==> src/rtl/redund_pkg.sv <==
package redund_pkg;
  localparam int unsigned NCH = 2;
  typedef logic [NCH-1:0] ch_vec_t;
endpackage

==> src/rtl/redund_force_mux.sv <==
module redund_force_mux
  import redund_pkg::*;
(
  input  ch_vec_t raw_i,
  input  ch_vec_t force_i,
  input  ch_vec_t force_val_i,
  output ch_vec_t eff_o
);
  for (genvar k = 0; k < NCH; k++) begin : g_ch
    assign eff_o[k] = force_i[k] ? force_val_i[k] : raw_i[k];
  end
endmodule

==> src/rtl/redund_err_latch.sv <==
module redund_err_latch (
  input  logic clk_i,
  input  logic rst_ni,
  input  logic en_i,
  input  logic mism_i,
  input  logic clr_i,
  output logic err_o
);
  logic err_q, err_d;

  // a fresh mismatch wins over a clear in the same cycle
  always_comb begin
    err_d = 1'b0;
    if (en_i) err_d = mism_i | (err_q & ~clr_i);
  end

  always_ff @(posedge clk_i or negedge rst_ni) begin
    if (!rst_ni) err_q <= 1'b0;
    else         err_q <= err_d;
  end

  assign err_o = err_q;
endmodule

==> src/rtl/redund_out_gate.sv <==
module redund_out_gate
  import redund_pkg::*;
(
  input  ch_vec_t eff_i,
  input  ch_vec_t idle_i,
  input  logic    safe_i,
  output ch_vec_t out_o
);
  for (genvar k = 0; k < NCH; k++) begin : g_ch
    assign out_o[k] = safe_i ? idle_i[k] : eff_i[k];
  end
endmodule

==> src/rtl/redund_out_monitor.sv <==
module redund_out_monitor
  import redund_pkg::*;
(
  input  logic       clk_i,
  input  logic       rst_ni,
  input  logic       chk_en_i,
  input  logic [1:0] raw_i,
  input  logic [1:0] idle_lvl_i,
  input  logic [1:0] force_i,
  input  logic [1:0] force_val_i,
  input  logic       err_clr_i,
  output logic [1:0] out_o,
  output logic       err_o,
  output logic       irq_o
);
  ch_vec_t eff;
  logic    mism, flag, safe;

  redund_force_mux u_fmux (
    .raw_i      (raw_i),
    .force_i    (force_i),
    .force_val_i(force_val_i),
    .eff_o      (eff)
  );

  assign mism = chk_en_i & (eff[0] ^ eff[1]);

  redund_err_latch u_err (
    .clk_i (clk_i),
    .rst_ni(rst_ni),
    .en_i  (chk_en_i),
    .mism_i(mism),
    .clr_i (err_clr_i),
    .err_o (flag)
  );

  // outputs go safe in the mismatch cycle itself, then stay safe via the flag
  assign safe = flag | mism;

  redund_out_gate u_gate (
    .eff_i (eff),
    .idle_i(idle_lvl_i),
    .safe_i(safe),
    .out_o (out_o)
  );

  assign err_o = flag;
  assign irq_o = flag;
endmodule

==> config.mk <==
export PLATFORM = sky130hd
export DESIGN_NAME = redund_out_monitor
export DESIGN_NICKNAME = d
export VERILOG_FILES = /design/src/rtl/redund_pkg.sv /design/src/rtl/redund_force_mux.sv /design/src/rtl/redund_err_latch.sv /design/src/rtl/redund_out_gate.sv /design/src/rtl/redund_out_monitor.sv
export SDC_FILE = /design/constraint.sdc
export NUM_CORES = 1
export LEC_CHECK = 0
export BUFFER_PORTS_ARGS = -buffer_cell sky130_fd_sc_hd__buf_2
export CAP_MARGIN = 20
export CORE_AREA = 2 2 39 41
export DETAILED_ROUTE_END_ITERATION = 12
export DIE_AREA = 0 0 41 43
export PLACE_DENSITY_LB_ADDON = 0.2
export SLEW_MARGIN = 10
export SYNTH_ARGS = -nofsm -noshare
export SYNTH_HDL_FRONTEND = slang
export SYNTH_SLANG_ARGS = --single-unit
==> constraint.sdc <==
create_clock -name clk_i -period 1.7 [get_ports clk_i]
set_input_delay 0 -clock clk_i [delete_from_list [all_inputs] [get_ports clk_i]]
set_output_delay 0 -clock clk_i [all_outputs]
set_load 0.1 [all_outputs]
==> summary.md <==
| Metric | Value |
|---|---|
| Status | finished, final reports clean |
| Peak supply drop | 0.238 mV |
| Syn_nets | 28 |
| Die Span Y | 43 µm |
| Crit path kind | flop to output pin |
| DR pass1 iterations | 2 |
| Fin Hold WS | 0.277 ns |
| WP buf/inv | 2 |
| Ys async rst share | 100% |
| Syn-to-layout area delta | 87.4% |
| Max reg flops | 1 |
| Maxcap violations | 0 |
| Fin cells | 47 |
| Total gr overflow | 0 |
| PwrDens | 735 nW/µm² |
| Synth Area in Compound Gates | 23.4% |
| Family with the most delay on the worst path | buffers and inverters |
| Slowest-stage cell, CP | buf_2 |
| Post-DP HPWL | 339 µm |
| Worst setup margin | 0.509 ns |
| Fmax | 840 MHz |
| Yosys top cell by area | mux2_4 |
| RSZ-0062 raised after global routing | no |
| Register area | 26.3 µm² |
| Sequential share of power | 16.4% |
| Max Slew Vio Count | 0 |
| CP Max Fanout | 6 |
| Fillers | 156 |
| Worst-path clk slew | 0 ns |
| Post-Synth Simple-Gate Area | 22.5% |
| Vias per cell | 3.68 |
| Yosys top cell area share | 21.6% |
| Multiplexer area fraction after synthesis | 21.6% |
| Post-route ant nets | 0 |
| Metal1 wirelength | 185 µm |
| Area contributors post-synth | mux2_4 (22%), dfrtp_1 (18%), a211oi_1 (11%) |
| Data required, critical path | 1.70 ns |
| DR iter-0 viols | 1 |
| Comb pwr share | 83.6% |
| All-Layer GR Usage | 4.31% |
| Die Wd | 41 µm |
| Final GP Congestion | 0.717 |
| TNS Setup | 0 ns |
| Initial antenna violation count | 0 |
| Post-synthesis xor/xnor area fraction | 6.31% |
| Setup violators final | 0 |
| Dpl ws | 0.509 ns |
| Leakage | 0.118 nW |
| Die area | 1760 µm² |
| Crit path cell chain | inv_1, a21oi_1, nor3_4, buf_2 |
| Clock network fraction of total power | 0% |
| CP Capture Type | output pin |
| Top_reg_cell synth | dfrtp_1 |
| Layout Skew | 0 ns |
| Number of synthesized flops with an enable pin | 0 |
| Uppermost layer routed | met3 |
| Relative slew slack | 67.9% |
| Sequential share of the synthesized area | 18.0% |
| Ports | 16 |
| Synth unique cells | 11 |
| P_sw | 0.124 mW |
| First-pass GRT wire length | 586 µm |
| Worst-Skew Late Latency | 0 ns |
| Most common library cells after synthesis | a211oi_1 (2), a21oi_1 (2), mux2_4 (2), nor3_1 (2), nor3b_1 (2) |
| Core area | 1380 µm² |
| Total length of routed wires | 382 µm |
| Initial core utilization | 10.0% |
| Vias in the first global route | 149 |
| Final net count | 45 |
| Warnings, synthesis | 0 |
| Crit path DAT | 1.19 ns |
| Via count | 173 |
| Met3 wire len | 52 µm |
| Mean Syn Cell Area | 8.68 µm² |
| Mapped Area | 139 µm² |
| Delay of the slowest critical-path stage | 0.44 ns |
| Post-Synthesis Cells | 16 |
| Multi-input logic area | 125 µm² |
| Residual DRC count | 0 |
| Minimum clock period | 1.19 ns |
| Min-Delay Path Class | input pin to flop |
| CTS resizes | 0 |
| # diodes | 0 |
| Actual slew at the worst max-slew pin | 0.484 ns |
| Layout cell share with drive strength beyond 1 | 64.5% |
| Met2 Routed Length | 144 µm |
| Yosys reg bits | 1 |
| Number of hold violations in the final report | 0 |
| P_int | 0.0672 mW |
| Total Power | 0.191 mW |
| Dpl cells | 46 |
| Pin count of the biggest net entering global routing | 7 |
| Synth Area in Adders | 0% |
| DR WL/cell | 8.13 µm |
| Num rows | 14 |
| Startpoint types | flop |
| Largest family of logic cells by synthesized area | compound AO/OA/AOI/OAI gates |
| Ratio of final minimum period to clock period | 70.0% |
| Sw Share | 64.9% |
| Port Buffers | 15 |
## metal layers
metal  track usage, %  vias up
met5                0        -
met4                0        0
met3            0.524        0
met2             6.56       13
met1             6.73       70
li1                 -       90
## power by group through the flow
stage / registers (mW) / clock network, mW / logic, mW
6_report: 0.0313 / 0 / 0.160
5_1_grt: 0.0328 / 0 / 0.168
4_1_cts: 0.0314 / 0 / 0.161
2_1_floorplan: 0.0507 / 0 / 0.114
3_3_place_gp: 0.0312 / 0 / 0.158
3_5_place_dp: 0.0314 / 0 / 0.159
## cell families after synthesis
family,Yosys count
compound gates,5
mux,2
simple gates,5
buf+inv,2
flops,1
xor+xnor,1
## layout make-up
class / count / share of cell area, %
Inverter: 1 / 1.44
Timing Repair Buffer: 16 / 32.7
Tap cell: 16 / 7.69
Sequential cell: 1 / 10.1
Multi-Input combinational cell: 13 / 48.1
## layout by cell type (no fill, tap or decap), drive strengths merged
master / n
nor3: 2
a211oi: 2
dfrtp: 1
nor3b: 2
dlygate4sd3: 1
inv: 1
a21oi: 2
buf: 15
nand2b: 1
mux2: 2
xnor2: 1
a21boi: 1
## worst register-to-register path: cells and delay by family, from the launching register on
family | cells | cell delay [ns]
AO/OA/AOI/OAI | 1 | 0.07
flip-flops | 1 | 0.41
AND/OR/NAND/NOR | 1 | 0.07
## stage by stage
step,util [%],cell area [µm²]
2_1_floorplan,-,163
3_3_place_gp,18.1,250
3_5_place_dp,18.1,250
4_1_cts,18.8,260
5_1_grt,18.8,260
6_report,18.8,260
## timing repair
action | in CTS | in global routing
buffers inserted | 0 | 0
hold endpoints to repair | 1 | 0
hold buffers | 1 | 0
## worst paths after layout
kind | from | cells after the start | slack, ns | to
worst max register to register | u_err.err_o | 2 | 1.01 | u_err.err_o
min in group asynchronous | rst_ni | 2 | 0.31 | u_err.err_o
worst min-delay path | err_clr_i | 3 | 0.28 | u_err.err_o
worst min register to register | u_err.err_o | 2 | 0.60 | u_err.err_o
max in group asynchronous | rst_ni | 2 | 1.29 | u_err.err_o
worst max-delay path | u_err.err_o | 4 | 0.51 | out_o[0]
Note: power is estimated with default switching activity, not from simulation.
